--- config.mk ---
export PLATFORM = sky130hd
export DESIGN_NAME = bitslip_realign
export DESIGN_NICKNAME = d
export VERILOG_FILES = /design/src/rtl/bsr_pkg.sv /design/src/rtl/bsr_bit_packer.sv /design/src/rtl/bsr_byte_fifo.sv /design/src/rtl/bitslip_realign.sv
export SDC_FILE = /design/constraint.sdc
export NUM_CORES = 1
export LEC_CHECK = 0
export ABC_AREA = 1
export BUFFER_PORTS_ARGS = -buffer_cell sky130_fd_sc_hd__buf_2
export CORE_ASPECT_RATIO = 0.75
export CORE_MARGIN = 5
export CORE_UTILIZATION = 57
export DETAILED_ROUTE_END_ITERATION = 10
export GPL_ROUTABILITY_DRIVEN = 0
export PLACE_DENSITY = 0.78
export SETUP_SLACK_MARGIN = 0.3
export SLEW_MARGIN = 25
export SYNTH_ARGS = -nofsm -noshare
export SYNTH_HDL_FRONTEND = slang
export SYNTH_SLANG_ARGS = --single-unit
--- constraint.sdc ---
create_clock -name clk -period 5.2 [get_ports clk]
set_clock_uncertainty 0.2 [all_clocks]
set_input_delay 0.52 -clock clk [delete_from_list [all_inputs] [get_ports clk]]
set_output_delay 0.52 -clock clk [all_outputs]
set_load 0.02 [all_outputs]
--- src/rtl/bsr_pkg.sv ---
package bsr_pkg;

  typedef enum logic [1:0] {
    SLIP_NONE  = 2'b00,
    SLIP_SHORT = 2'b01,
    SLIP_LONG  = 2'b10,
    SLIP_RSVD  = 2'b11
  } slip_code_e;

  // How many whole bytes the bit buffer releases in one accepted cycle
  typedef enum logic [1:0] {
    PK_NONE = 2'b00,
    PK_ONE  = 2'b01,
    PK_TWO  = 2'b10
  } pk_kind_e;

  // Net change of the bit offset caused by one input word
  function automatic int slip_delta(input slip_code_e c);
    case (c)
      SLIP_SHORT: return -1;
      SLIP_LONG:  return 1;
      default:    return 0;
    endcase
  endfunction

  // Bits held in the bit buffer for a given signed offset
  function automatic int held_bits(input int offset, input int w);
    return w + offset;
  endfunction

endpackage

--- src/rtl/bsr_bit_packer.sv ---
module bsr_bit_packer
  import bsr_pkg::*;
#(
  parameter int W = 8,
  localparam int SW = $clog2(W) + 2
) (
  input  logic                 clk,
  input  logic                 rst_n,
  input  logic                 in_valid,
  input  logic [W:0]           in_bits,
  input  slip_code_e           in_code,
  output pk_kind_e             kind,
  output logic [W-1:0]         byte0,
  output logic [W-1:0]         byte1,
  output logic signed [SW-1:0] slip
);

  logic [2*W-1:0]       buf_q, buf_d;
  logic signed [SW-1:0] slip_q, slip_d;
  logic [W:0]           fresh;
  logic [3*W-1:0]       merged;
  int                   occ;
  int                   tally;

  // Align the valid bits of the word to bit 0; a short word loses its
  // first sample, which duplicates the last bit of the previous word
  always_comb begin
    unique case (in_code)
      SLIP_SHORT: fresh = {2'b00, in_bits[W-1:1]};
      SLIP_LONG:  fresh = in_bits;
      default:    fresh = {1'b0, in_bits[W-1:0]};
    endcase
  end

  always_comb begin
    occ    = held_bits(int'(slip_q), W);
    merged = {{W{1'b0}}, buf_q} | ({{(2*W-1){1'b0}}, fresh} << occ);
    tally  = int'(slip_q) + slip_delta(in_code);
    kind   = PK_ONE;
    byte0  = merged[W-1:0];
    byte1  = merged[2*W-1:W];
    buf_d  = merged[3*W-1:W];
    slip_d = SW'(tally);
    if (tally == W) begin
      kind   = PK_TWO;
      buf_d  = {{W{1'b0}}, merged[3*W-1:2*W]};
      slip_d = '0;
    end else if (tally == -W) begin
      kind   = PK_NONE;
      buf_d  = merged[2*W-1:0];
      slip_d = '0;
    end
    if (!in_valid) begin
      kind   = PK_NONE;
      buf_d  = buf_q;
      slip_d = slip_q;
    end
  end

  always_ff @(posedge clk) begin
    if (!rst_n) begin
      buf_q  <= '0;
      slip_q <= '0;
    end else begin
      buf_q  <= buf_d;
      slip_q <= slip_d;
    end
  end

  assign slip = slip_q;

endmodule

--- src/rtl/bsr_byte_fifo.sv ---
module bsr_byte_fifo #(
  parameter int W     = 8,
  parameter int DEPTH = 4,
  localparam int LW   = $clog2(DEPTH + 1)
) (
  input  logic          clk,
  input  logic          rst_n,
  input  logic          pop,
  input  logic [1:0]    push_cnt,
  input  logic [W-1:0]  din0,
  input  logic [W-1:0]  din1,
  output logic [W-1:0]  head,
  output logic [LW-1:0] level
);

  logic [DEPTH*W-1:0] ent_q, ent_d, shifted;
  logic [LW-1:0]      level_q;
  int                 base;

  always_comb begin
    shifted = pop ? (ent_q >> W) : ent_q;
    base    = int'(level_q) - (pop ? 1 : 0);
  end

  // Each entry takes the shifted contents or one of the two new bytes
  for (genvar i = 0; i < DEPTH; i++) begin : g_ent
    always_comb begin
      if (push_cnt != 2'd0 && i == base)
        ent_d[i*W +: W] = din0;
      else if (push_cnt == 2'd2 && i == base + 1)
        ent_d[i*W +: W] = din1;
      else
        ent_d[i*W +: W] = shifted[i*W +: W];
    end
  end

  always_ff @(posedge clk) begin
    if (!rst_n) begin
      ent_q   <= '0;
      level_q <= '0;
    end else begin
      ent_q   <= ent_d;
      level_q <= LW'(base + int'(push_cnt));
    end
  end

  assign head  = ent_q[W-1:0];
  assign level = level_q;

endmodule

--- src/rtl/bitslip_realign.sv ---
module bitslip_realign
  import bsr_pkg::*;
#(
  parameter int BYTE_W     = 8,
  parameter int FIFO_DEPTH = 4,
  localparam int SW = $clog2(BYTE_W) + 2,
  localparam int LW = $clog2(FIFO_DEPTH + 1)
) (
  input  logic              clk,
  input  logic              rst_n,
  input  logic              in_valid,
  input  logic [BYTE_W:0]   in_bits,
  input  logic [1:0]        in_code,
  output logic [BYTE_W-1:0] out_byte,
  output logic              out_valid,
  output logic              ovf_err,
  output logic              unf_err
);

  pk_kind_e             kind;
  logic [BYTE_W-1:0]    pk_b0, pk_b1, fifo_head;
  logic signed [SW-1:0] slip_now;
  logic [LW-1:0]        fifo_level;
  logic                 fifo_pop;
  logic [1:0]           fifo_push;
  logic [BYTE_W-1:0]    fifo_d0, fifo_d1;
  logic                 fifo_empty, fifo_full;
  // Named events for the checker
  logic                 surplus_evt, deficit_evt, drop_evt, bubble_evt;
  logic [BYTE_W-1:0]    nxt_byte;
  logic                 nxt_valid;

  bsr_bit_packer #(.W(BYTE_W)) u_pack (
    .clk      (clk),
    .rst_n    (rst_n),
    .in_valid (in_valid),
    .in_bits  (in_bits),
    .in_code  (slip_code_e'(in_code)),
    .kind     (kind),
    .byte0    (pk_b0),
    .byte1    (pk_b1),
    .slip     (slip_now)
  );

  bsr_byte_fifo #(.W(BYTE_W), .DEPTH(FIFO_DEPTH)) u_fifo (
    .clk      (clk),
    .rst_n    (rst_n),
    .pop      (fifo_pop),
    .push_cnt (fifo_push),
    .din0     (fifo_d0),
    .din1     (fifo_d1),
    .head     (fifo_head),
    .level    (fifo_level)
  );

  assign fifo_empty  = (fifo_level == '0);
  assign fifo_full   = (int'(fifo_level) == FIFO_DEPTH);
  assign surplus_evt = in_valid && (kind == PK_TWO);
  assign deficit_evt = in_valid && (kind == PK_NONE);

  // Older bytes sit in the FIFO, so it always feeds the output first
  always_comb begin
    fifo_pop   = 1'b0;
    fifo_push  = 2'd0;
    fifo_d0    = pk_b0;
    fifo_d1    = pk_b1;
    nxt_byte   = pk_b0;
    nxt_valid  = 1'b0;
    drop_evt   = 1'b0;
    bubble_evt = 1'b0;
    if (in_valid) begin
      unique case (kind)
        PK_ONE: begin
          nxt_valid = 1'b1;
          if (!fifo_empty) begin
            nxt_byte  = fifo_head;
            fifo_pop  = 1'b1;
            fifo_push = 2'd1;
          end
        end
        PK_TWO: begin
          nxt_valid = 1'b1;
          if (fifo_empty) begin
            fifo_push = 2'd1;
            fifo_d0   = pk_b1;
          end else begin
            nxt_byte  = fifo_head;
            fifo_pop  = 1'b1;
            if (fifo_full) begin
              fifo_push = 2'd1;
              drop_evt  = 1'b1;
            end else begin
              fifo_push = 2'd2;
            end
          end
        end
        default: begin
          if (fifo_empty) begin
            bubble_evt = 1'b1;
          end else begin
            nxt_valid = 1'b1;
            nxt_byte  = fifo_head;
            fifo_pop  = 1'b1;
          end
        end
      endcase
    end
  end

  always_ff @(posedge clk) begin
    if (!rst_n) begin
      out_byte  <= '0;
      out_valid <= 1'b0;
      ovf_err   <= 1'b0;
      unf_err   <= 1'b0;
    end else begin
      out_valid <= nxt_valid;
      ovf_err   <= drop_evt;
      unf_err   <= bubble_evt;
      if (nxt_valid) out_byte <= nxt_byte;
    end
  end

endmodule

# Yosys cells after proc, flatten, opt, wreduce, memory -nomap -nowiden
# Cells that the tools add are included.
# Widths: inputs -> output; s select.
[word_totals] reg_bits=67 in_bits=14 out_inout_bits=11
[classes] addsub=5 eq_ne=14 n_shift=1 n_mux=35 bitwise_logic=4 n_reduce_logical=19
[op_table] cell="$eq 3x32->1 const A" count=4
[op_table] cell="$mux 8" count=13
[op_table] cell="$eq 2x32->1 const A" count=2
[op_table] cell="$logic_not 32->1" count=2
[op_table] cell="$pmux 32 s2" count=1
[op_table] cell="$add 32x2->32 const B" count=1
[op_table] cell="$add 5x32->32" count=1
[op_table] cell="$eq 32x4->1 const B" count=1
[op_table] cell="$eq 32x5->1 const B" count=1
[op_table] cell="$mux 16" count=2
[op_table] cell="$mux 32" count=1
[op_table] cell="$shl 9x32->24" count=1
[op_table] cell="$or 16x24->24" count=1
[op_table] cell="$pmux 9 s2" count=1
[op_table] cell="$reduce_bool 3->1" count=4
[op_table] cell="$mux 2" count=5
[op_table] cell="$mux 5" count=2
[op_table] cell="$mux 1" count=9
[op_table] cell="$logic_and 1x1->1" count=8
[op_table] cell="$reduce_or 4->1" count=2
[op_table] cell="$add 5x5->6 const A" count=1
[op_table] cell="$eq 2x2->1 const B" count=3
[op_table] cell="$eq 2x1->1 const B" count=2
[op_table] cell="$pmux 2 s2" count=1
[op_table] cell="other kinds (7)" count=9

# Depth between registers and ports, before layout
# Gate-level depths: netlist of the first run.
[depth] depth_word=14 mapped_depth=38 mapped_depth_nobuf=38

# Modules after synthesis
# A second synthesis of the first run with hierarchy kept.
[unflattened] cells_unflattened=1062 hier_area_um2=6139.6
[modules_own_cells] module="bsr_bit_packer" n_inst=1 cells_each=540 area_per_inst_um2=2841.5 seq_area_each_um2=420.4
[modules_own_cells] module="bsr_byte_fifo" n_inst=1 cells_each=396 area_per_inst_um2=2496.1 seq_area_each_um2=700.7
[modules_own_cells] module="bitslip_realign" n_inst=1 cells_each=126 area_per_inst_um2=802.0 seq_area_each_um2=220.2

# Worst setup path after synthesis of the first run
# No wires, ideal clock.
[synth_path] path_type="in2reg" start="in in_code[0]" end="reg u_fifo.ent_q[26]" arrival_time_ps=4519 setup_slack_ps=349 cell_stages=33 cell_sequence="inv_1 -> ha_1 -> inv_1 -> ha_1 -> ha_1 -> a21oi_1 -> inv_1 -> nand3_1 -> nand2_1 -> ha_1 -> inv_1 -> nand2_1 -> ha_1 -> nand2_1 -> nor2_1 -> nand3_1 -> nor2_1 -> nand3_1 -> nor2_2 -> nand3_2 -> nor2_4 -> nor2_1 -> inv_1 -> ha_1 -> nand2_1 -> nor2_1 -> inv_1 -> nand2_1 -> nand2_1 -> nor2_2 -> nor2_2 -> a22oi_1 -> a21oi_1"
[synth_between] elab_chain_cells=14
[synth_lines] element="start, declared" line="bitslip_realign.sv:13" text="input logic [1:0] in_code,"
[synth_lines] element="$eq 2x2->1 or $eq 2x1->1 (tied branches)" line="bsr_pkg.sv:19, bsr_bit_packer.sv:28"
[synth_lines] element="$pmux 32 s2" line="bsr_pkg.sv:19" text="case (c)"
[synth_lines] element="$add 5x32->32" line="bsr_bit_packer.sv:38" text="tally = int'(slip_q) + slip_delta(in_code);"
[synth_lines] element="$eq 32x4->1" line="bsr_bit_packer.sv:48" text="end else if (tally == -W) begin"
[synth_lines] element="$mux 1" line="bsr_bit_packer.sv:48"
[synth_lines] element="$mux 2" line="bsr_bit_packer.sv:44" text="if (tally == W) begin"
[synth_lines] element="$mux 2" line="bsr_bit_packer.sv:53" text="if (!in_valid) begin"
[synth_lines] element="$eq 2x2->1 or $eq 2x1->1 (tied branches)" line="bitslip_realign.sv:72" text="unique case (kind)"
[synth_lines] element="$pmux 2 s2" line="bitslip_realign.sv:72"
[synth_lines] element="$mux 2" line="bitslip_realign.sv:71" text="if (in_valid) begin"
[synth_lines] element="$eq 2x2->1" line="bsr_byte_fifo.sv:30" text="else if (push_cnt == 2'd2 && i == base + 1)"
[synth_lines] element="$logic_and 1x1->1" line="bsr_byte_fifo.sv:30"
[synth_lines] element="$mux 8" line="bsr_byte_fifo.sv:30"
[synth_lines] element="$mux 8" line="bsr_byte_fifo.sv:28" text="if (push_cnt != 2'd0 && i == base)"
[synth_lines] element="end signal, assigned" line="bsr_byte_fifo.sv:42" text="ent_q <= ent_d;"
[synth_lines] element="end, declared" line="bsr_byte_fifo.sv:16" text="logic [DEPTH*W-1:0] ent_q, ent_d, shifted;"
# Parallel ways exist; a longest one is shown, timed or not.
# A chain may end at the register's enable or synchronous reset.

# Worst setup path in the final report of the first run
[layout_path] start="in in_code[0]" end="reg u_fifo.ent_q[17]"
# The elaborated chain is that of the path after synthesis.

==> out/results.md, run 1 <==
| Parameter | Reported |
|:---|:---|
| Fmax | 0.217 GHz |
| Kind of start point of the critical path | input port |
| Mapped Nets | 992 |
| Transition time of the tightest slew-check pin | 1.04 ns |
| Die W | 124 µm |
| Initial core utilization | 58.0% |
| Ant diodes | 0 |
| Final #Nets | 1027 |
| Hold WS | 0.260 ns |
| DIE HEIGHT | 95.5 µm |
| 1st-iter DRT viols | 852 |
| Synth Area per Inst | 5.81 µm² |
| Via/cell ratio | 5.81 |
| Top-level I/O count | 25 |
| Arrival time of the worst setup path | 4.59 ns |
| Data required, critical path | 5.17 ns |
| Top cells by area, synth | sky130_fd_sc_hd__dfxtp_1 24%, sky130_fd_sc_hd__nand2_1 18%, sky130_fd_sc_hd__nand3_1 14% |
| Max stage delay on crit path | 0.28 ns |
| Leading register cell type out of synthesis | sky130_fd_sc_hd__dfxtp_1 |
| Clock Tree Root | sky130_fd_sc_hd__clkbuf_16 |
| Async set or reset register ratio after synthesis | 0% |
| Peak supply drop | 214 µV |
| Top cell type's share of synthesized area | 24.1% |
| Worst slew margin | 30.3% |
| Clock-pin slew reported for the worst setup and hold paths after clock tree synthesis | 0.06 ns |
| Final setup violation count | 0 |
| Routed WL per cell | 15.1 µm |
| Cell with the most instances on the worst path | sky130_fd_sc_hd__nor2_1 |
| Level count of the clock H-tree | 3 |
| GR Overflow Total | 0 |
| Input/output buffers | 24 |
| PnR Total Power | 2.10 mW |
| Most area-hungry cell type in the Yosys netlist | sky130_fd_sc_hd__dfxtp_1 |
| Via count of the first global-routing pass | 5596 |
| Number of enable-type register cells in the synthesized netlist | 0 |
| Crit end category | flip-flop |
| Max-slew violation count | 0 |
| Number of instances in the synthesized netlist | 956 |
| Latest clock arrival within the worst-skew pair | 0.33 ns |
| Hold Violations, Final | 0 |
| Cell with the most instances after synthesis | sky130_fd_sc_hd__nand2_1 |
| Count of warnings emitted by yosys | 0 |
| Combinational cell fraction of total power | 45.4% |
| Setup repair after global routing missed its margin | false |
| P_leak | 2.89 nW |
| Met2 GRT Util | 41.0% |
| Final-layout fill cell count | 918 |
| Share of power burned in the clock network | 27.0% |
| Number of antenna violations at the first check in global routing | 0 |
| Max-capacitance violation count | 0 |
| Number of hold buffers added after CTS | 0 |
| Cell with the largest stage delay on the worst path | sky130_fd_sc_hd__ha_4 |
| Kind of cell adding the most delay to the critical path | simple AND/OR/NAND/NOR gates |
| Clock buffer depth | 2 |
| Final period demand of the worst path | 4.62 ns |
| Post-synthesis instance area | 5560 µm² |
| Critical path launch point | in_code[0] |
| Relative contribution of sequential cells to total power | 27.6% |
| Sequential element share of the synthesized area | 24.1% |
| Startpoint of the most critical register-to-register path | u_pack.slip[1]$_SDFFE_PN0P_ |
| Antenna Violating Nets Remaining | 0 |
| Final cycle utilization of the critical path | 88.8% |
| Post-detailed-routing wire length | 17000 µm |
| Critical path fanouts, max | 7 |
| FP Rows | 31 |
| Hold path startpoint | out_byte[7]$_SDFFE_PN0P_ |
| Met3 Track Usage GR | 7.77% |
| Power per standard cell area | 329 nW/µm² |
| Worst Reg2Reg Path Length in Cells | 32 |
| Cts bufs inserted | 9 |
| Via count | 6549 |
| Most instantiated cells after synthesis | 270 x sky130_fd_sc_hd__nand2_1, 158 x sky130_fd_sc_hd__nand3_1, 118 x sky130_fd_sc_hd__inv_1 |
| Result of the run | complete, no violations |
| Placeable core region | 9580 µm² |
| Cell Area, Placed | 5850 µm² |
| Final instance area | 6390 µm² |
| Worst setup path class | input port to flip-flop |
| Met1 Resource Use GR | 41.8% |
| Global Route Usage Sum | 28.4% |
| Final routed DRC violation total | 0 |
| First-pass GRT wire length | 26900 µm |
| Drt first pass iters | 8 |
| Setup TNS | 0 ns |
| Worst min-delay path class | flip-flop to flip-flop |
| Layout overhead on the synthesized area | 14.9% |
| WP depth | 34 |
| Worst Path Buf+Inv | 8 |
| Design internal power | 1.17 mW |
| Number of unique standard cell types used by synthesis | 36 |
| Dpl hpwl | 12400 µm |
| Count of cells along the worst hold path | 2 |
| Number of flip-flops and latches in the synthesized netlist | 67 |
| Die Area | 11800 µm² |
| Sink count of the clock tree | 67 |
| TritonCTS clock tree | built |
| Largest net degree at the start of global routing | 56 |
| Switching power of the nets | 0.939 mW |
| Final design utilization | 66.7% |
| Fraction of final layout cells with drive strength greater than 1 | 14.4% |
| Net switching fraction of the power | 44.6% |
| Routing layer with the top usage in global route | met1 |
==> path summary, 6_finish.rpt <==
kind,end,slack (ns)
worst min register to register,out_byte[7]$_SDFFE_PN0P_,0.26
worst max register to register,u_fifo.ent_q[17]$_SDFFE_PN0P_,0.87
worst min-delay path,out_byte[7]$_SDFFE_PN0P_,0.26
worst max-delay path,u_fifo.ent_q[17]$_SDFFE_PN0P_,0.58
==> cell type report <==
class	count	area [µm²]	area share [%]
repair buffers	51	327	5.11
well taps	132	165	2.58
clock buffers	14	264	4.13
flip-flops and latches	67	1340	21.0
inverters	128	483	7.56
repair inverters	1	7.51	0.117
clock inverters	2	10.0	0.157
multi-input cells	733	3790	59.3
==> worst reg2reg max path: cells and delay by family, from the launching register on <==
family / cells / cell delay, ns
simple gates: 19 / 1.83
compound gates: 3 / 0.34
flops: 1 / 0.35
buf+inv: 6 / 0.58
fa+ha+maj: 4 / 0.86
==> metal layers <==
metal | vias up | wire (µm)
li1 | 3201 | -
met1 | 2916 | 7660
met2 | 393 | 7000
met3 | 39 | 2060
met4 | 0 | 283
met5 | - | 0
==> logic make-up after synthesis <==
logic type | synth area share [%]
flops | 24.1
simple gates | 46.1
buf+inv | 11.4
compound gates | 13.1
xor+xnor | 0.158
fa+ha+maj | 5.09
==> through the flow <==
step                setup WS [ns]  std cells
floorplan                   0.349        956
global placement            0.102       1105
detailed placement        -0.0110       1105
CTS                         0.316       1121
global route                0.298       1128
finish                      0.584       1128
==> cells in the final DEF, fill, tap and decap left out, types with 2 or more instances in the layout <==
cell,synthesis,layout
sky130_fd_sc_hd__a22oi_1,6,2
sky130_fd_sc_hd__nor3_2,2,2
sky130_fd_sc_hd__a21oi_1,92,90
sky130_fd_sc_hd__nand3_2,5,6
sky130_fd_sc_hd__a21oi_2,1,3
sky130_fd_sc_hd__clkbuf_16,0,9
sky130_fd_sc_hd__clkinv_1,3,3
sky130_fd_sc_hd__nand4_1,15,15
sky130_fd_sc_hd__ha_1,21,17
sky130_fd_sc_hd__nor2_1,89,82
sky130_fd_sc_hd__nand4_2,2,2
sky130_fd_sc_hd__o21ai_0,17,16
sky130_fd_sc_hd__o211ai_1,7,7
sky130_fd_sc_hd__clkinv_2,0,2
sky130_fd_sc_hd__dfxtp_1,67,67
sky130_fd_sc_hd__nand2_2,13,17
sky130_fd_sc_hd__nor2_4,2,5
sky130_fd_sc_hd__ha_4,0,3
sky130_fd_sc_hd__nor3_1,6,6
sky130_fd_sc_hd__o22ai_1,5,5
sky130_fd_sc_hd__inv_2,7,10
sky130_fd_sc_hd__nor3b_1,2,2
sky130_fd_sc_hd__buf_4,2,26
sky130_fd_sc_hd__nand2_1,270,259
sky130_fd_sc_hd__inv_1,118,114
sky130_fd_sc_hd__clkbuf_1,16,3
sky130_fd_sc_hd__a22oi_2,0,4
sky130_fd_sc_hd__clkbuf_8,0,2
sky130_fd_sc_hd__nand3_1,158,154
sky130_fd_sc_hd__a31oi_1,4,4
sky130_fd_sc_hd__nand3_4,0,3
sky130_fd_sc_hd__nor2_2,8,12
sky130_fd_sc_hd__nand2_4,0,7
sky130_fd_sc_hd__buf_2,3,24
==> repair_timing <==
action / in CTS / in global routing
endpoints found under the setup margin: 2 / 43
cloned: 0 / 1
resized for setup: 2 / 52
buffers inserted: 0 / 6
pin swaps: 0 / 24
==> power by group through the flow <==
stage | logic, mW | registers [mW] | clock network (mW)
after floorplan | 0.603 | 0.608 | 0
after detailed placement | 0.848 | 0.589 | 0
after global placement | 0.835 | 0.589 | 0
final | 0.955 | 0.580 | 0.569
after global routing | 1.05 | 0.584 | 0.592
after CTS | 0.858 | 0.579 | 0.572
==> state kept, by name (all words and copies together), names as in the netlist <==
register and flops:
u_fifo.ent_q 32, u_pack.buf_q 16, out_byte 8, u_pack.slip 5, u_fifo.level 3, out_valid 1
ovf_err 1, unf_err 1
(Power assumes the default switching activity.)
==> run 2, diff against run 1 <==
--- a/config.mk
+++ b/config.mk
@@ -5,7 +5,6 @@
 export SDC_FILE = /design/constraint.sdc
 export NUM_CORES = 1
 export LEC_CHECK = 0
-export ABC_AREA = 1
 export BUFFER_PORTS_ARGS = -buffer_cell sky130_fd_sc_hd__buf_2
 export CORE_ASPECT_RATIO = 0.75
 export CORE_MARGIN = 5
==> run 2 against run 1 <==
Against the previous run: the flow now finishes with violations (negative setup slack); global-route usage rose by 5.1 points; power increased by 31%; register-to-register slack worse by 1.3 ns; critical endpoint is now u_fifo.ent_q[23]$_SDFFE_PN0P_; worst setup slack got worse by 1.2 ns; utilization rose by 14 points; synthesized cell count shrank 29%; sequential power rose by 11%; clock power is 2% higher; critical path depth fell by 9; sequential cell count stayed put; maximum frequency fell by 20%.
==> out/results.md, run 2 <==
| Parameter | Reported | vs previous |
|:---|:---|:---|
| Result of the run | finished, violations left |  |
| Violations in the final reports | negative setup slack |  |
| FP Rows | 30 | -3.2% |
| Routed WL per cell | 22.8 µm | +51% |
| Critical path launch point | in_code[1] |  |
| Post-synthesis instance area | 5220 µm² | -6.1% |
| TritonCTS clock tree | built |  |
| Cell with the most instances after synthesis | sky130_fd_sc_hd__nand2_1 |  |
| Number of antenna violations at the first check in global routing | 0 | unchanged |
| Final period demand of the worst path | 5.79 ns | +1.17 ns |
| Worst setup path class | input port to flip-flop |  |
| Level count of the clock H-tree | 3 | unchanged |
| Count of warnings emitted by yosys | 0 | unchanged |
| P_leak | 2.87 nW | -0.50% |
| Crit end category | flip-flop |  |
| Final cycle utilization of the critical path | 111% | +22 points |
| Arrival time of the worst setup path | 5.83 ns | +1.24 ns |
| Post-detailed-routing wire length | 20400 µm | +20% |
| Critical path fanouts, max | 5 | -2 |
| Dpl ws | -1.06 ns | -1.05 ns |
| Peak supply drop | 359 µV | +67% |
| Number of instances in the synthesized netlist | 674 | -29% |
| Share of power burned in the clock network | 21.0% | -6.0 points |
| Ant diodes | 0 | unchanged |
| Antenna Violating Nets Remaining | 0 | unchanged |
| Number of enable-type register cells in the synthesized netlist | 0 | unchanged |
| Placeable core region | 9010 µm² | -6.0% |
| Number of unique standard cell types used by synthesis | 77 | +110% |
| 1st-iter DRT viols | 1128 | +32% |
| Sequential element share of the synthesized area | 25.7% | +1.6 points |
| Input/output buffers | 24 | unchanged |
| Initial core utilization | 57.9% | -0.081 points |
| Net switching fraction of the power | 46.6% | +2.0 points |
| Most frequent standard cell in the layout excluding fill and tap cells | sky130_fd_sc_hd__buf_4 |  |
| Mapped Nets | 710 | -28% |
| Top cell type's share of synthesized area | 25.7% | +1.6 points |
| Die W | 121 µm | -2.9% |
| Sink count of the clock tree | 67 | unchanged |
| Kind of start point of the critical path | input port |  |
| First-pass GRT wire length | 29800 µm | +11% |
| Top cells by area, synth | sky130_fd_sc_hd__dfxtp_1 26%, sky130_fd_sc_hd__ha_1 5.0%, sky130_fd_sc_hd__nand2_1 5.0% |  |
| GR Overflow Total | 0 | unchanged |
| Most area-hungry cell type in the Yosys netlist | sky130_fd_sc_hd__dfxtp_1 |  |
| Fmax | 0.173 GHz | -20% |
| Power per standard cell area | 380 nW/µm² | +15% |
| Hold Violations, Final | 0 | unchanged |
| Switching power of the nets | 1.29 mW | +37% |
| Startpoint of the most critical register-to-register path | u_pack.slip[1]$_SDFFE_PN0P_ |  |
| Transition time of the tightest slew-check pin | 1.03 ns | -0.0129 ns |
| Largest net degree at the start of global routing | 33 | -41% |
| Setup repair after global routing missed its margin | true |  |
| Number of hold buffers added after CTS | 0 | unchanged |
| Leading register cell type out of synthesis | sky130_fd_sc_hd__dfxtp_1 |  |
| Met3 WL | 2720 µm | +32% |
| Latest clock arrival within the worst-skew pair | 0.35 ns | +0.02 ns |
| Top routing layer in use | met4 |  |
| Routed length on met1 | 7890 µm | +3.0% |
| Cts bufs inserted | 9 | unchanged |
| Global Route Usage Sum | 33.5% | +5.1 points |
| Max-capacitance violation count | 0 | unchanged |
| Most instantiated cells after synthesis | 69 x sky130_fd_sc_hd__nand2_1, 67 x sky130_fd_sc_hd__dfxtp_1, 58 x sky130_fd_sc_hd__nor2_1 |  |
| Final setup violation count | 34 | +34 |
| Synth Area per Inst | 7.74 µm² | +33% |
| Clock-pin slew reported for the worst setup and hold paths after clock tree synthesis | 0.06 ns | about the same |
| Data required, critical path | 5.24 ns | +0.07 ns |
| Final #Nets | 815 | -21% |
| Hold WS | 0.275 ns | +0.0145 ns |
| Top register by number of flip-flops | u_fifo.ent_q |  |
| Number of flip-flops and latches in the synthesized netlist | 67 | unchanged |
| Worst reg2reg path endpoint | u_fifo.ent_q[23]$_SDFFE_PN0P_ |  |
| Via/cell ratio | 7.28 | +25% |
| Via count | 6522 | -0.41% |
| Die Area | 11200 µm² | -5.5% |
| Register-to-register setup slack | -0.45 ns | -1.32 ns |
| Final routed DRC violation total | 0 | unchanged |
| Relative contribution of sequential cells to total power | 23.3% | -4.3 points |
| DIE HEIGHT | 92.9 µm | -2.8% |
| Combinational cell fraction of total power | 55.7% | +10 points |
| Clock buffer depth | 2 | unchanged |
| Fraction of final layout cells with drive strength greater than 1 | 35.7% | +21 points |
| Via count of the first global-routing pass | 5830 | +4.2% |
| Dpl hpwl | 12700 µm | +2.4% |
| Clock Tree Root | sky130_fd_sc_hd__clkbuf_16 |  |
| Design internal power | 1.47 mW | +26% |
| Top-level I/O count | 25 | unchanged |
| Drt first pass iters | 7 | -1 |
| Number of flip-flops in the largest register | 32 | unchanged |
| Worst slew margin | 31.1% | +0.81 points |
| Detail Route met2 WL | 9090 µm | +30% |
| Commonest non-fill, non-tap cells in the layout | 82 x sky130_fd_sc_hd__buf_4, 67 x sky130_fd_sc_hd__dfxtp_1, 63 x sky130_fd_sc_hd__nand2_1, 50 x sky130_fd_sc_hd__nor2_1, 32 x sky130_fd_sc_hd__a21oi_1 |  |
| Post-route worst setup slack | -0.586 ns | -1.17 ns |
| Worst min-delay path class | flip-flop to flip-flop |  |
| Max-slew violation count | 0 | unchanged |
| Layout overhead on the synthesized area | 39.2% |  |
| Critical Path End | u_fifo.ent_q[23]$_SDFFE_PN0P_ |  |
| Worst Reg2Reg Path Length in Cells | 21 | -34% |
| Async set or reset register ratio after synthesis | 0% | unchanged |
| Registers with the most flip-flops | u_fifo.ent_q: 32 flops, u_pack.buf_q: 16 flops, out_byte: 8 flops |  |
## run 2: cell type report
| class | count | area, µm² |
|---|---|---|
| Clock buffer | 9 | 225 |
| Clock inverter | 7 | 48.8 |
| Fill cell | 543 | 1740 |
| Inverter | 21 | 96.3 |
| Multi-Input combinational cell | 544 | 4280 |
| Sequential cell | 67 | 1340 |
| Tap cell | 112 | 140 |
| Timing Repair Buffer | 136 | 1130 |
## run 2: logic make-up (layout without fill, tap and decap cells)
kind of cell / after synthesis / after routing / share of synthesized area (%)
AO/OA/AOI/OAI: 248 / 248 / 34.4
XOR/XNOR: 9 / 9 / 1.77
adder cells (fa/ha/maj): 22 / 22 / 5.42
buffers and inverters: 63 / 173 / 4.94
flip-flops: 67 / 67 / 25.7
multiplexers: 17 / 17 / 3.57
AND/OR/NAND/NOR: 248 / 248 / 24.2
## run 2: worst min path at each step
| stage | start | to | depth (start not counted) |
|---|---|---|---|
| 6_report | u_pack.buf_q[12]$_SDFFE_PN0P_ | u_pack.buf_q[12]$_SDFFE_PN0P_ | 1 |
| 5_1_grt | u_pack.buf_q[2]$_SDFFE_PN0P_ | u_pack.buf_q[2]$_SDFFE_PN0P_ | 2 |
| 4_1_cts | u_pack.buf_q[2]$_SDFFE_PN0P_ | u_pack.buf_q[2]$_SDFFE_PN0P_ | 2 |
| 3_5_place_dp | u_pack.buf_q[2]$_SDFFE_PN0P_ | u_pack.buf_q[2]$_SDFFE_PN0P_ | 2 |
| 3_3_place_gp | u_pack.buf_q[2]$_SDFFE_PN0P_ | u_pack.buf_q[2]$_SDFFE_PN0P_ | 2 |
| 2_1_floorplan | u_pack.buf_q[2]$_SDFFE_PN0P_ | u_pack.buf_q[2]$_SDFFE_PN0P_ | 2 |
## run 2: worst max-delay path, cell delays in order
cell	delay, ns
sky130_fd_sc_hd__buf_8	0.10
sky130_fd_sc_hd__buf_6	0.12
sky130_fd_sc_hd__inv_12	0.04
sky130_fd_sc_hd__ha_4	0.14
sky130_fd_sc_hd__xor2_2	0.18
sky130_fd_sc_hd__ha_4	0.17
sky130_fd_sc_hd__nor4_2	0.04
sky130_fd_sc_hd__nor4_1	0.28
sky130_fd_sc_hd__buf_4	0.20
sky130_fd_sc_hd__ha_4	0.13
sky130_fd_sc_hd__nand2b_4	0.13
sky130_fd_sc_hd__ha_4	0.19
sky130_fd_sc_hd__or4_4	0.43
sky130_fd_sc_hd__a2111oi_4	0.20
sky130_fd_sc_hd__o211ai_1	0.17
sky130_fd_sc_hd__or3_4	0.36
sky130_fd_sc_hd__or4_4	0.44
sky130_fd_sc_hd__nand3_4	0.13
sky130_fd_sc_hd__ha_4	0.18
sky130_fd_sc_hd__nor2_1	0.07
sky130_fd_sc_hd__o21a_4	0.22
sky130_fd_sc_hd__or4_4	0.53
sky130_fd_sc_hd__buf_6	0.16
sky130_fd_sc_hd__or3_4	0.39
sky130_fd_sc_hd__o221a_2	0.29
## run 2: metal layers
layer | track usage (%) | vias to the layer above
met2 | 50.8 | 535
met5 | 0 | -
met4 | 9.62 | 0
met1 | 46.2 | 3063
li1 | - | 2831
met3 | 9.83 | 93
## run 2: repair_timing
action / in CTS / in global routing
endpoints found under the setup margin: 43 / 43
setup buffers: 15 / 15
pin swaps: 30 / 36
cloned: 0 / 1
gates resized for setup: 60 / 62
## run 2: power groups by stage
stage | clock (mW) | sequential (mW) | combinational (mW)
global route | 0.615 | 0.647 | 1.60
finish | 0.579 | 0.643 | 1.54
global placement | 0 | 0.642 | 1.14
floorplan | 0 | 0.657 | 0.787
detailed placement | 0 | 0.643 | 1.18
CTS | 0.573 | 0.635 | 1.30
## run 2: stage by stage
stage	total power, mW	instance area [µm²]	std cells	TNS [ns]	utilization, %
3_3_place_gp	1.78	6220	849	-26.47	69.0
6_report	2.76	7270	896	-16.09	80.7
2_1_floorplan	1.44	5550	674	-27.76	-
4_1_cts	2.51	6850	880	-13.91	76.1
5_1_grt	2.87	7270	896	-21.81	80.7
3_5_place_dp	1.82	6220	849	-33.71	69.0
==> run 3, diff against run 2 <==
--- a/config.mk
+++ b/config.mk
@@ -10,8 +10,8 @@
 export CORE_MARGIN = 5
 export CORE_UTILIZATION = 57
 export DETAILED_ROUTE_END_ITERATION = 10
-export GPL_ROUTABILITY_DRIVEN = 0
 export PLACE_DENSITY = 0.78
+export REMOVE_ABC_BUFFERS = 1
 export SETUP_SLACK_MARGIN = 0.3
 export SLEW_MARGIN = 25
 export SYNTH_ARGS = -nofsm -noshare
==> run 3 against run 2 <==
Against the previous run: the flow still finishes with violations (negative setup slack); die area stayed put; sequential share of layout area is 0.33 points lower; non-clock buffer count up 20; sequential power rose by 1%; register-to-register slack worse by 0.45 ns; power is 0.26% lower; clock-buffer cell count is 1 higher; clock power fell by 1%; combinational power hardly changed.
==> out/results.md, run 3 (synthesis gave the netlist of run 2 again) <==
| Parameter | Reported | vs previous |
|:---|:---|:---|
| Level count of the clock H-tree | 3 | unchanged |
| Clock-pin slew reported for the worst setup and hold paths after clock tree synthesis | 0.06 ns | about the same |
| Die Area | 11200 µm² | unchanged |
| Cell Area, Placed | 5960 µm² | -4.1% |
| Dpl ws | -1.19 ns | -0.132 ns |
| 1st-iter DRT viols | 1321 | +17% |
| First-pass GRT wire length | 32000 µm | +7.2% |
| Worst setup path class | input port to flip-flop |  |
| Post-route worst setup slack | -0.995 ns | -0.409 ns |
| Layout overhead on the synthesized area | 41.8% |  |
| Via count of the first global-routing pass | 6146 | +5.4% |
| Setup TNS | -31.82 ns | -15.73 ns |
| Final instance area | 7400 µm² | +1.8% |
| DIE HEIGHT | 92.9 µm | unchanged |
| Max-slew violation count | 0 | unchanged |
| Global Route Usage Sum | 35.4% | +1.9 points |
| Post-detailed-routing wire length | 22800 µm | +12% |
| Registers with the most flip-flops | u_fifo.ent_q: 32 flops, u_pack.buf_q: 16 flops, out_byte: 8 flops |  |
| Sink count of the clock tree | 67 | unchanged |
| Worst min-delay path class | flip-flop to flip-flop |  |
| Crit end category | flip-flop |  |
| Fmax | 0.161 GHz | -6.6% |
| Clock Tree Root | sky130_fd_sc_hd__clkbuf_16 |  |
| Final cycle utilization of the critical path | 119% | +7.9 points |
| Top-level I/O count | 25 | unchanged |
| Hold WS | 0.271 ns | -0.00439 ns |
| Transition time of the tightest slew-check pin | 1.02 ns | -0.0127 ns |
| Antenna Violating Nets Remaining | 0 | unchanged |
| TritonCTS clock tree | built |  |
| Number of cells after detailed placement | 855 | +0.71% |
| Number of antenna violations at the first check in global routing | 0 | unchanged |
| Largest net degree at the start of global routing | 33 | unchanged |
| Placeable core region | 9010 µm² | unchanged |
| Post-layout instance count excluding filler cells | 916 | +2.2% |
| Ant diodes | 0 | unchanged |
| Routed WL per cell | 24.8 µm | +9.2% |
| Worst Path Buf+Inv | 9 | +4 |
| Max-capacitance violation count | 0 | unchanged |
| Critical path fanouts, max | 9 | +4 |
| Kind of cell adding the most delay to the critical path | simple AND/OR/NAND/NOR gates |  |
| Violations in the final reports | negative setup slack |  |
| Final #Nets | 835 | +2.5% |
| Initial core utilization | 57.9% | unchanged |
| Arrival time of the worst setup path | 6.27 ns | +0.44 ns |
| Hold Violations, Final | 0 | unchanged |
| Top register by number of flip-flops | u_fifo.ent_q |  |
| Kind of start point of the critical path | input port |  |
| Result of the run | finished, violations left |  |
| Final routed DRC violation total | 0 | unchanged |
| Drt first pass iters | 8 | +1 |
| Clock buffer depth | 2 | unchanged |
| Final design utilization | 82.1% | +1.5 points |
| Fraction of final layout cells with drive strength greater than 1 | 36.9% | +1.2 points |
| Setup repair after global routing missed its margin | true |  |
| Max stage delay on crit path | 0.49 ns | -0.04 ns |
| FP Rows | 30 | unchanged |
| Number of hold buffers added after CTS | 0 | unchanged |
| P_leak | 2.93 nW | +1.8% |
| Final setup violation count | 43 | +26% |
| Input/output buffers | 24 | unchanged |
| Cts bufs inserted | 9 | unchanged |
| Via count | 6907 | +5.9% |
| Number of flip-flops in the largest register | 32 | unchanged |
| Cell with the most instances on the worst path | sky130_fd_sc_hd__buf_4 |  |
| Final-layout fill cell count | 500 | -7.9% |
| Most frequent standard cell in the layout excluding fill and tap cells | sky130_fd_sc_hd__buf_4 |  |
| Dpl hpwl | 12900 µm | +0.88% |
| Worst slew margin | 32.1% | +1.0 points |
| Latest clock arrival within the worst-skew pair | 0.35 ns | about the same |
| PnR Total Power | 2.75 mW | -0.26% |
| Via/cell ratio | 7.54 | +3.6% |
| Final weighted congestion in routability-driven placement | 0.970 |  |
| Commonest non-fill, non-tap cells in the layout | 104 x sky130_fd_sc_hd__buf_4, 67 x sky130_fd_sc_hd__dfxtp_1, 60 x sky130_fd_sc_hd__nand2_1, 50 x sky130_fd_sc_hd__nor2_1, 38 x sky130_fd_sc_hd__a21oi_1 |  |
| Die W | 121 µm | unchanged |
| Peak supply drop | 210 µV | -41% |
| Cell with the largest stage delay on the worst path | sky130_fd_sc_hd__nor4bb_1 |  |
| Data required, critical path | 5.27 ns | +0.03 ns |
| Power per standard cell area | 372 nW/µm² | -2.1% |
| GR Overflow Total | 0 | unchanged |
| Final period demand of the worst path | 6.20 ns | +0.409 ns |
==> run 3: worst paths after layout <==
kind / from / to / slack, ns / depth (start not counted)
max: in_code[1] / u_fifo.ent_q[4]$_SDFFE_PN0P_ / -1.0 / 31
min: u_pack.buf_q[2]$_SDFFE_PN0P_ / u_pack.buf_q[2]$_SDFFE_PN0P_ / 0.27 / 2
max reg2reg: u_pack.slip[1]$_SDFFE_PN0P_ / u_fifo.ent_q[4]$_SDFFE_PN0P_ / -0.90 / 28
min reg2reg: u_pack.buf_q[2]$_SDFFE_PN0P_ / u_pack.buf_q[2]$_SDFFE_PN0P_ / 0.27 / 2
==> run 3: worst register-to-register path, delay by kind of cell, from the launching register on <==
family,cells,cell delay [ns]
fa+ha+maj,4,0.70
flops,1,0.52
xor+xnor,1,0.13
simple gates,12,2.77
buf+inv,7,1.09
compound gates,4,0.63
==> run 3: final cells by class <==
type / instances / area, µm² / share of cell area, %
clock buffers: 10 / 229 / 3.09
clock inverters: 6 / 42.5 / 0.575
inverters: 21 / 86.3 / 1.17
multi-input cells: 544 / 4310 / 58.3
flip-flops and latches: 67 / 1340 / 18.1
well taps: 112 / 140 / 1.89
repair buffers: 156 / 1250 / 16.9
==> run 3: where the power goes <==
part	total [mW]	leakage (nW)	internal [mW]	switching (mW)
Clock	0.571	0.128	0.323	0.248
Sequential	0.650	0.545	0.582	0.0684
Combinational	1.53	2.25	0.552	0.979
Total	2.75	2.93	1.46	1.30
==> run 3: metal layers <==
layer  global-route usage [%]  wire (µm)  vias up
met5                        0          0        -
met3                     10.1       3330      172
met1                     48.2       8670     3168
met2                     53.4       9570      702
li1                         -          -     2865
met4                     12.6       1200        0
==> run 3: timing repair <==
action	4_1_cts	5_1_grt
gates cloned	1	1
setup endpoints to repair	43	50
resized for setup	85	95
buffers inserted	26	17
pin swaps	43	55
